--- src/rtl/cache_wt_pkg.sv ---
package cache_wt_pkg;
  typedef enum logic [1:0] {
    ST_IDLE = 2'd0,
    ST_WR   = 2'd1,
    ST_RD   = 2'd2
  } cache_st_e;
endpackage

--- src/rtl/cache_tagv.sv ---
module cache_tagv #(
  parameter int LINES = 8,
  parameter int WORDS = 4,
  parameter int TAG_W = 11,
  localparam int IDX_W = $clog2(LINES),
  localparam int OFF_W = $clog2(WORDS)
) (
  input  logic             clk_i,
  input  logic             rst_ni,
  input  logic [IDX_W-1:0] idx_i,
  output logic [TAG_W-1:0] tag_o,
  output logic [WORDS-1:0] valid_o,
  input  logic             we_i,
  input  logic [TAG_W-1:0] wtag_i,
  input  logic [OFF_W-1:0] wword_i,
  input  logic             keep_i   // tag matched: keep sibling valid bits
);
  logic [TAG_W-1:0] tag_q   [LINES];
  logic [WORDS-1:0] valid_q [LINES];

  assign tag_o   = tag_q[idx_i];
  assign valid_o = valid_q[idx_i];

  always_ff @(posedge clk_i or negedge rst_ni) begin
    if (!rst_ni) begin
      for (int i = 0; i < LINES; i++) begin
        tag_q[i]   <= '0;
        valid_q[i] <= '0;
      end
    end else if (we_i) begin
      tag_q[idx_i] <= wtag_i;
      if (keep_i) valid_q[idx_i][wword_i] <= 1'b1;
      else        valid_q[idx_i] <= WORDS'(1) << wword_i;
    end
  end
endmodule

--- src/rtl/cache_data.sv ---
module cache_data #(
  parameter int ENTRIES = 32,
  parameter int DATA_W  = 32,
  localparam int AW = $clog2(ENTRIES)
) (
  input  logic              clk_i,
  input  logic [AW-1:0]     addr_i,
  input  logic              we_i,
  input  logic [DATA_W-1:0] wdata_i,
  output logic [DATA_W-1:0] rdata_o
);
  logic [DATA_W-1:0] mem_q [ENTRIES];

  assign rdata_o = mem_q[addr_i];

  always_ff @(posedge clk_i) begin
    if (we_i) mem_q[addr_i] <= wdata_i;
  end
endmodule

--- src/rtl/cache_ctrl.sv ---
module cache_ctrl
  import cache_wt_pkg::*;
(
  input  logic clk_i,
  input  logic rst_ni,
  input  logic req_i,
  input  logic we_i,
  input  logic hit_i,
  input  logic mw_ack_i,
  input  logic mr_ack_i,
  output logic idle_o,
  output logic ready_o,
  output logic mw_req_o,
  output logic mr_req_o,
  output logic arr_we_o,
  output logic fill_o
);
  cache_st_e st_q, st_d;

  always_comb begin
    st_d     = st_q;
    ready_o  = 1'b0;
    mw_req_o = 1'b0;
    mr_req_o = 1'b0;
    arr_we_o = 1'b0;
    fill_o   = 1'b0;
    unique case (st_q)
      ST_IDLE: begin
        if (req_i && we_i) begin
          arr_we_o = 1'b1;  // allocate without fetch
          st_d     = ST_WR;
        end else if (req_i && hit_i) begin
          ready_o = 1'b1;
        end else if (req_i) begin
          st_d = ST_RD;
        end
      end
      ST_WR: begin
        mw_req_o = 1'b1;
        if (mw_ack_i) begin
          ready_o = 1'b1;
          st_d    = ST_IDLE;
        end
      end
      ST_RD: begin
        mr_req_o = 1'b1;
        if (mr_ack_i) begin
          arr_we_o = 1'b1;
          fill_o   = 1'b1;
          ready_o  = 1'b1;
          st_d     = ST_IDLE;
        end
      end
      default: st_d = ST_IDLE;
    endcase
  end

  assign idle_o = (st_q == ST_IDLE);

  always_ff @(posedge clk_i or negedge rst_ni) begin
    if (!rst_ni) st_q <= ST_IDLE;
    else         st_q <= st_d;
  end
endmodule

--- src/rtl/cache_wt_subblock.sv ---
module cache_wt_subblock #(
  parameter int ADDR_W = 16,
  parameter int DATA_W = 32,
  parameter int LINES  = 8,
  parameter int WORDS  = 4,
  localparam int OFF_W = $clog2(WORDS),
  localparam int IDX_W = $clog2(LINES),
  localparam int TAG_W = ADDR_W - OFF_W - IDX_W
) (
  input  logic              clk_i,
  input  logic              rst_ni,
  input  logic              req_i,
  input  logic              we_i,
  input  logic [ADDR_W-1:0] addr_i,
  input  logic [DATA_W-1:0] wdata_i,
  output logic              ready_o,
  output logic [DATA_W-1:0] rdata_o,
  output logic              mw_req_o,
  output logic [ADDR_W-1:0] mw_addr_o,
  output logic [DATA_W-1:0] mw_data_o,
  input  logic              mw_ack_i,
  output logic              mr_req_o,
  output logic [ADDR_W-1:0] mr_addr_o,
  input  logic              mr_ack_i,
  input  logic [DATA_W-1:0] mr_data_i
);
  logic [ADDR_W-1:0] lat_addr_q, cur_addr;
  logic [DATA_W-1:0] lat_data_q;
  logic              idle, arr_we, fill, hit, tag_eq;
  logic [TAG_W-1:0]  cur_tag, line_tag;
  logic [IDX_W-1:0]  cur_idx;
  logic [OFF_W-1:0]  cur_word;
  logic [WORDS-1:0]  line_valid;
  logic [DATA_W-1:0] arr_rdata, arr_wdata;

  assign cur_addr = idle ? addr_i : lat_addr_q;
  assign cur_word = cur_addr[OFF_W-1:0];
  assign cur_idx  = cur_addr[OFF_W +: IDX_W];
  assign cur_tag  = cur_addr[ADDR_W-1 -: TAG_W];

  always_ff @(posedge clk_i or negedge rst_ni) begin
    if (!rst_ni) begin
      lat_addr_q <= '0;
      lat_data_q <= '0;
    end else if (idle && req_i) begin
      lat_addr_q <= addr_i;
      lat_data_q <= wdata_i;
    end
  end

  cache_tagv #(.LINES(LINES), .WORDS(WORDS), .TAG_W(TAG_W)) i_tagv (
    .clk_i   (clk_i),
    .rst_ni  (rst_ni),
    .idx_i   (cur_idx),
    .tag_o   (line_tag),
    .valid_o (line_valid),
    .we_i    (arr_we),
    .wtag_i  (cur_tag),
    .wword_i (cur_word),
    .keep_i  (tag_eq)
  );

  assign tag_eq    = (line_tag == cur_tag);
  assign hit       = tag_eq && line_valid[cur_word];
  assign arr_wdata = fill ? mr_data_i : wdata_i;

  cache_data #(.ENTRIES(LINES*WORDS), .DATA_W(DATA_W)) i_data (
    .clk_i   (clk_i),
    .addr_i  ({cur_idx, cur_word}),
    .we_i    (arr_we),
    .wdata_i (arr_wdata),
    .rdata_o (arr_rdata)
  );

  cache_ctrl i_ctrl (
    .clk_i    (clk_i),
    .rst_ni   (rst_ni),
    .req_i    (req_i),
    .we_i     (we_i),
    .hit_i    (hit),
    .mw_ack_i (mw_ack_i),
    .mr_ack_i (mr_ack_i),
    .idle_o   (idle),
    .ready_o  (ready_o),
    .mw_req_o (mw_req_o),
    .mr_req_o (mr_req_o),
    .arr_we_o (arr_we),
    .fill_o   (fill)
  );

  assign rdata_o   = fill ? mr_data_i : arr_rdata;
  assign mw_addr_o = lat_addr_q;
  assign mw_data_o = lat_data_q;
  assign mr_addr_o = lat_addr_q;
endmodule

--- config.mk ---
export PLATFORM = sky130hd
export DESIGN_NAME = cache_wt_subblock
export DESIGN_NICKNAME = d
export VERILOG_FILES = /design/src/rtl/cache_wt_pkg.sv /design/src/rtl/cache_tagv.sv /design/src/rtl/cache_data.sv /design/src/rtl/cache_ctrl.sv /design/src/rtl/cache_wt_subblock.sv
export SDC_FILE = /design/constraint.sdc
export NUM_CORES = 1
export LEC_CHECK = 0
export BUFFER_PORTS_ARGS = -buffer_cell sky130_fd_sc_hd__clkbuf_2
export CORE_MARGIN = 4
export CORE_UTILIZATION = 40
export CTS_CLUSTER_DIAMETER = 40
export CTS_CLUSTER_SIZE = 12
export DETAILED_ROUTE_END_ITERATION = 7
export PLACE_DENSITY = 0.54
export SLEW_MARGIN = 15
export SYNTH_ARGS = -nofsm -noshare
export SYNTH_HDL_FRONTEND = slang
export SYNTH_SLANG_ARGS = --single-unit
export TNS_END_PERCENT = 10
--- constraint.sdc ---
create_clock -name clk_i -period 4.19 [get_ports clk_i]
set_clock_uncertainty 0.15 [all_clocks]
set_input_delay 0.6285 -clock clk_i [delete_from_list [all_inputs] [get_ports clk_i]]
set_output_delay 0.6285 -clock clk_i [all_outputs]
set_load 0.01 [all_outputs]
## Word-level counts from Yosys, hierarchy flattened

Memories as Yosys holds them, arrays and structs flattened.
Index checks and enable logic that the tools add are counted.

| word-level totals | value |
|---|---|
| output and inout port bits | 99 |
| bits in writable memories | 1024 |
| memories kept | 1 |
| flip-flop bits (word level) | 170 |
| logic and storage cells | 82 |
| input port bits | 86 |

| cells by class | value |
|---|---|
| equal/unequal tests | 7 |
| mux-type cells | 40 |
| magnitude comparators | 4 |
| reductions and logical operators | 8 |
| bitwise operators | 2 |
| shifts and indexed selects | 1 |

Memories:

| name | depth | bits a word | read ports | clocked after memory_dff | write ports | RTL line | source |
|---|---|---|---|---|---|---|---|
| i_data.mem_q | 32 | 32 | 1 | 0 | 1 | cache_data.sv:12 | `logic [DATA_W-1:0] mem_q [ENTRIES];` |

Operators by type and width:

| cell | count |
|---|---|
| $mux 32 | 3 |
| $bwmux 88 | 1 |
| $bmux 11 s3 | 1 |
| $demux 11 s3 | 1 |
| $mux 11 | 3 |
| $bwmux 32 | 1 |
| $or 32x32->32 | 1 |
| $demux 4 s3 | 2 |
| $mux 16 | 1 |
| $mux 4 | 4 |
| $bmux 4 s3 | 1 |
| $mux 1 | 12 |
| $eq 11x11->1 | 1 |
| $mux 2 | 5 |
| $logic_and 1x1->1 | 6 |
| $ne 3x2->1 const B | 2 |
| $pmux 2 s3 | 1 |
| $ge 4x4->1 const B | 1 |
| $lt 4x1->1 const B | 1 |
| $ne 2x2->1 const B | 2 |
| $not 3->4 | 1 |
| $reduce_and 4->1 | 1 |
| $shl 1x2->4 const A | 1 |
| $lt 2x3->1 const B | 1 |
| other kinds (8) | 8 |

## Logic depth before layout (Yosys ltp)

| logic depth | value |
|---|---|
| depth in word-level cells | 13 |
| depth in mapped cells | 13 |
| depth with buffers taken out | 8 |

## By module

A second synthesis with hierarchy kept.

| unflattened totals | value |
|---|---|
| cells, all modules | 2937 |
| area total of the unflattened synthesis | 47827.1 um^2 |

Modules (own cells, without submodules):

| module | cells an instance | times used | area each (um^2) | seq. area each (um^2) |
|---|---|---|---|---|
| cache_data | 2075 | 1 | 39101.3 | 30749.5 |
| cache_tagv | 482 | 1 | 5646.7 | 3002.9 |
| cache_wt_subblock | 359 | 1 | 2915.3 | 1201.2 |
| cache_ctrl | 21 | 1 | 163.9 | 50.0 |

## Least setup slack after synthesis

Ideal clock, no wire load.

| timing | value |
|---|---|
| path kind | reg-to-reg |
| start point | register i_ctrl.st_q[1] |
| end point | memory i_data.mem_q[20][0], enable pin |
| cell stages (with the launch flop) | 10 |
| slack | -0.143 ns |
| clock period less this slack | 4.333 ns |
| arrival | 3.761 ns |
| library setup time | 0.423 ns |
| path buffers | 5 |
| required time | 3.617 ns |
| cells stage by stage | dfrtp_1 buf_6 nor2_1 buf_4 mux2i_1 clkbuf_1 buf_2 buf_1 nand2_1 nor2_1 |

| between the ends | value |
|---|---|
| longest elaborated chain between the ends | 4 |
| elaborated cells on any way between the ends | 6 |
| those cells by class | 1 x eq/ne; 4 x mux; 1 x reduce/logical |

Ends and longest elaborated chain:

| what | RTL line | source |
|---|---|---|
| start: declaration | cache_ctrl.sv:18 | `cache_st_e st_q, st_d;` |
| start signal: assignment | cache_ctrl.sv:62 | `else st_q <= st_d;` |
| $eq 2x2->1 / $logic_not 2->1 (equally long branches) | cache_ctrl.sv:27, cache_ctrl.sv:58 |  |
| $pmux 1 s2 | cache_ctrl.sv:27 | `unique case (st_q)` |
| $mux 1 | cache_data.sv:17 | `if (we_i) mem_q[addr_i] <= wdata_i;` |
| $mux 1 (not written as such) | cache_data.sv:17 |  |
| end: declaration | cache_data.sv:12 |  |

Parallel ways exist; a longest one is shown, timed or not.

## Worst setup path in the final report

| timing | value |
|---|---|
| start point | register i_ctrl.st_q[1] |
| end point | output port ready_o |

| between the ends | value |
|---|---|
| longest elaborated chain between the ends | 13 |
| elaborated cells on any way between the ends | 19 |
| those cells by class | 3 x eq/ne; 12 x mux; 1 x bitwise; 3 x reduce/logical |

Ends and longest elaborated chain:

| what | RTL line | source |
|---|---|---|
| $logic_not 2->1 | cache_ctrl.sv:27, cache_ctrl.sv:58 |  |
| $mux 16 | cache_wt_subblock.sv:36 | `assign cur_addr = idle ? addr_i : lat_addr_q;` |
| $not 3->4 (not written as such) | cache_tagv.sv:21, cache_tagv.sv:22 |  |
| $bmux 4 s3 | cache_tagv.sv:22 | `assign valid_o = valid_q[idx_i];` |
| $mux 4 (not written as such) (2 in series) | cache_tagv.sv:22 |  |
| $bmux 1 s2 | cache_wt_subblock.sv:64 | `assign hit = tag_eq && line_valid[cur_word];` |
| $mux 1 (not written as such) | cache_wt_subblock.sv:64 |  |
| $logic_and 1x1->1 | cache_wt_subblock.sv:64 |  |
| $logic_and 1x1->1 | cache_ctrl.sv:32 | `end else if (req_i && hit_i) begin` |
| $mux 1 | cache_ctrl.sv:32 |  |
| $mux 1 | cache_ctrl.sv:29 | `if (req_i && we_i) begin` |
| $pmux 1 s3 (*) | cache_ctrl.sv:27 |  |
| end: declaration | cache_wt_subblock.sv:16 | `output logic ready_o,` |

Every way passes the cells marked *; elsewhere a longest branch is shown, timed or not. The select of a mux whose other input is x is not followed.

==> metrics.md <==
| Metric | Value |
|---|---|
| Avg WL per Cell | ~27 µm |
| Initial antenna violation count | 2 |
| Post-synthesis cell type count | 75 |
| Req. time, crit path | between 3 and 4 ns |
| Worst setup SP type | flip-flop |
| VDD IR-drop max | 0.435 mV |
| PortBufs | around 180 |
| CTS root buf | clkbuf_16 |
| Mapped cell area | roughly 0.048 mm² |
| Clock transition at the registers of the reported paths | about 0.06 ns |
| Max H-tree Level | 4 |
| Arr. time, crit path | between 3 and 4 ns |
| Most frequent cell after synthesis | edfxtp_1 |
| Synth Flop Type | edfxtp_1 |
| Die Area | about 0.13 mm² |
| Largest net degree at the start of global routing | 86 |
| First DRT Iteration DRCs | 2,794 |
| Path type of the worst setup path | reg -> out |
| Final HPWL DP | about 84 mm |
| Initial DRT Pass Iterations | 5 |
| Die span in x | 355 µm |
| Rel. slew slack | 0.386 |
| Sequential area share after synthesis | 0.726 |
| Clk_lat worst skew | roughly 0.76 ns |
| First-pass GRT wire length | 206 mm |
| Failing checks | setup timing |
| Initial Util | 0.402 |
| Final period util | 1.10 |
| Worst slew pin tran | about 0.92 ns |
| Synth cell count leaders | edfxtp_1 (1,024), nand2_1 (618), dfrtp_1 (170), mux4_2 (160), o21ai_0 (129) |
| Placeable Area | roughly 0.12 mm² |
| #FFs+latches synth | between 1,000 and 1,500 |
| WL final | between 100 and 150 mm |
| CTS Sinks | about 1,200 |
| Vias per Instance | between 5 and 6 |
| Area contributors post-synth | edfxtp_1 (64%), dfrtp_1 (8.8%), mux4_2 (7.5%), nand2_1 (4.8%), a311oi_1 (1.7%) |
| Post-synthesis cell count | 3,094 |
| NumNets Final | roughly 3,600 |
| Setup WS post-layout | -0.426 ns |
| Reg2reg path depth | 9 |
| Yosys top cell by area | edfxtp_1 |
| Number of synthesis warnings | 0 |
| CTS Buf Count | 150 |
| Global Route Usage Sum | 0.222 |
| Filler cells | approximately 10,000 |
| RSZ-0062 raised after global routing | true |
| Syn_nets | around 3,200 |
| Hold WC Path Type | in -> reg |
| Worst Hold Depth | 3 |
| R2r setup slk | ~0.35 ns |
| Tot Pwr | between 30 and 40 mW |
| Min cycle time layout | approximately 4.6 ns |
| Row cnt | approximately 130 |
| Avg Inst Size Synth | 15.6 µm² |
| Number of enable flip-flop cells after synthesis | about 1,000 |
| Area growth from synthesis to layout | 22.9% |
| Max Freq | about 0.22 GHz |
| Yosys top cell area share | 0.638 |
| Final hold vios | 0 |
| Max-slew violations | 0 |
| Die height | approximately 360 µm |
| Clock Tree Buf Depth | 3 |
| CTS tree | done |
| Vias in the first global route | 30,042 |
| Crit path max fanout | 8 |
| Overflow after GRT | 0 |
| Status | complete, but fails checks |
| Worst hold slack | approximately 0.052 ns |
| Async S/R FF share, synth | 0.142 |
| I/O Pins | 185 |
| Leakage | 20.9 nW |
| Residual DRC | 0 |
| P per Cell Area | 597 mW/mm² |
| Setup violators final | 33 |
| Gpl congestion | roughly 0.87 |
| Share of layout cells above drive strength 1 | 0.282 |
| Detail Route Antenna Nets | 0 |
| # Max-Cap Violations | 0 |
| Crit path capture type | output port |
| Via count | around 30,000 |
layout by cell type, fill, tap and decap left out, types with 39 or more instances in the layout:
cell,count
buf_12,62
and3_1,117
a311oi_1,93
nor2_1,61
buf_4,139
inv_1,40
clkbuf_16,162
o21ai_0,121
clkbuf_2,181
edfxtp_1,1024
dlygate4sd3_1,39
dfrtp_1,167
a21oi_1,62
nand2_1,616
mux4_2,160
what timing repair did:
| item | 4_1_cts | 5_1_grt |
|---|---|---|
| endpoints found under the hold margin | 96 | 0 |
| gates resized for setup | 87 | 52 |
| setup buffers | 12 | 12 |
| pin swaps | 24 | 19 |
| endpoints found under the setup margin | 33 | 33 |
| cloned | 5 | 2 |
| hold buffers | 39 | 0 |
logic make-up after synthesis:
| logic type | count (synthesis) | synth area share |
|---|---|---|
| buffers and inverters | 253 | 0.0247 |
| DFF | 1194 | 0.726 |
| xor gates and xnor gates | 6 | 0.00109 |
| and+or+nand+nor | 899 | 0.0806 |
| muxes | 224 | 0.0894 |
| AOI/OAI and AO/OA | 518 | 0.0781 |
flip-flops by register name (all words and copies together) (netlist names):
register        cells
i_tagv.tag_q       88
i_data.mem_q     1024
mr_addr_o          16
i_ctrl.st_q         2
i_tagv.valid_q     32
mw_data_o          32
worst paths after layout:
path	start	to
max	i_ctrl.st_q[1]	ready_o
min	wdata_i[2]	mw_data_o[2]
max reg2reg	i_ctrl.st_q[1]	i_data.mem_q[23][27]
min reg2reg	mw_data_o[29]	mw_data_o[29]
max in group asynchronous	rst_ni	mr_addr_o[2]
min in group asynchronous	rst_ni	i_tagv.tag_q[49]
power by group:
part	switching [mW]	total, mW	leakage [nW]	internal, mW
clock network	4.99	12.8	2.44	7.84
logic	4.72	8.07	7.11	3.35
registers	0.591	14.5	11.3	13.9
area by class of cell:
type | count | area, µm² | area share
clock inverter | 81 | 877 | 0.0148
sequential | 1194 | 35000 | 0.591
antenna | 1 | 2.50 | 0.0000422
clock buffer | 187 | 4130 | 0.0698
timing repair buffer | 447 | 4000 | 0.0675
inverter | 40 | 150 | 0.00253
multi-input combinational | 1651 | 13000 | 0.220
tap | 1612 | 2020 | 0.0340
routing by layer:
layer / up-vias / wire [µm] / global-route usage
met2: 1195 / 69400 / 0.368
met5: - / 0 / 0
li1: 12794 / - / -
met3: 243 / 9270 / 0.0373
met1: 15510 / 58900 / 0.303
met4: 0 / 3620 / 0.0673
worst max-delay path: stages (launching register included):
cell       delay [ns]
dfrtp_2          0.49
buf_8            0.17
or4_4            0.48
o31a_1           0.19
buf_4            0.18
a211oi_2         0.21
a2111oi_2        0.08
xnor2_1          0.17
or3_4            0.41
nor4_4           0.33
buf_4            0.17
or2_1            0.09
buf_2            0.12
per-stage QoR:
step	setup slack (ns)	instance area, µm²	cells	TNS, ns	util
after CTS	-0.472	58800	5198	-9.45	0.491
after global routing	-0.539	59200	5212	-11.18	0.494
after floorplan	-0.143	48200	3094	-35.96	-
after global placement	-0.104	52800	4874	-0.104	0.440
after detailed placement	-0.0813	52800	4874	-0.0813	0.440
final	-0.426	59200	5213	-7.37	0.494
(Power assumes the default switching activity.)
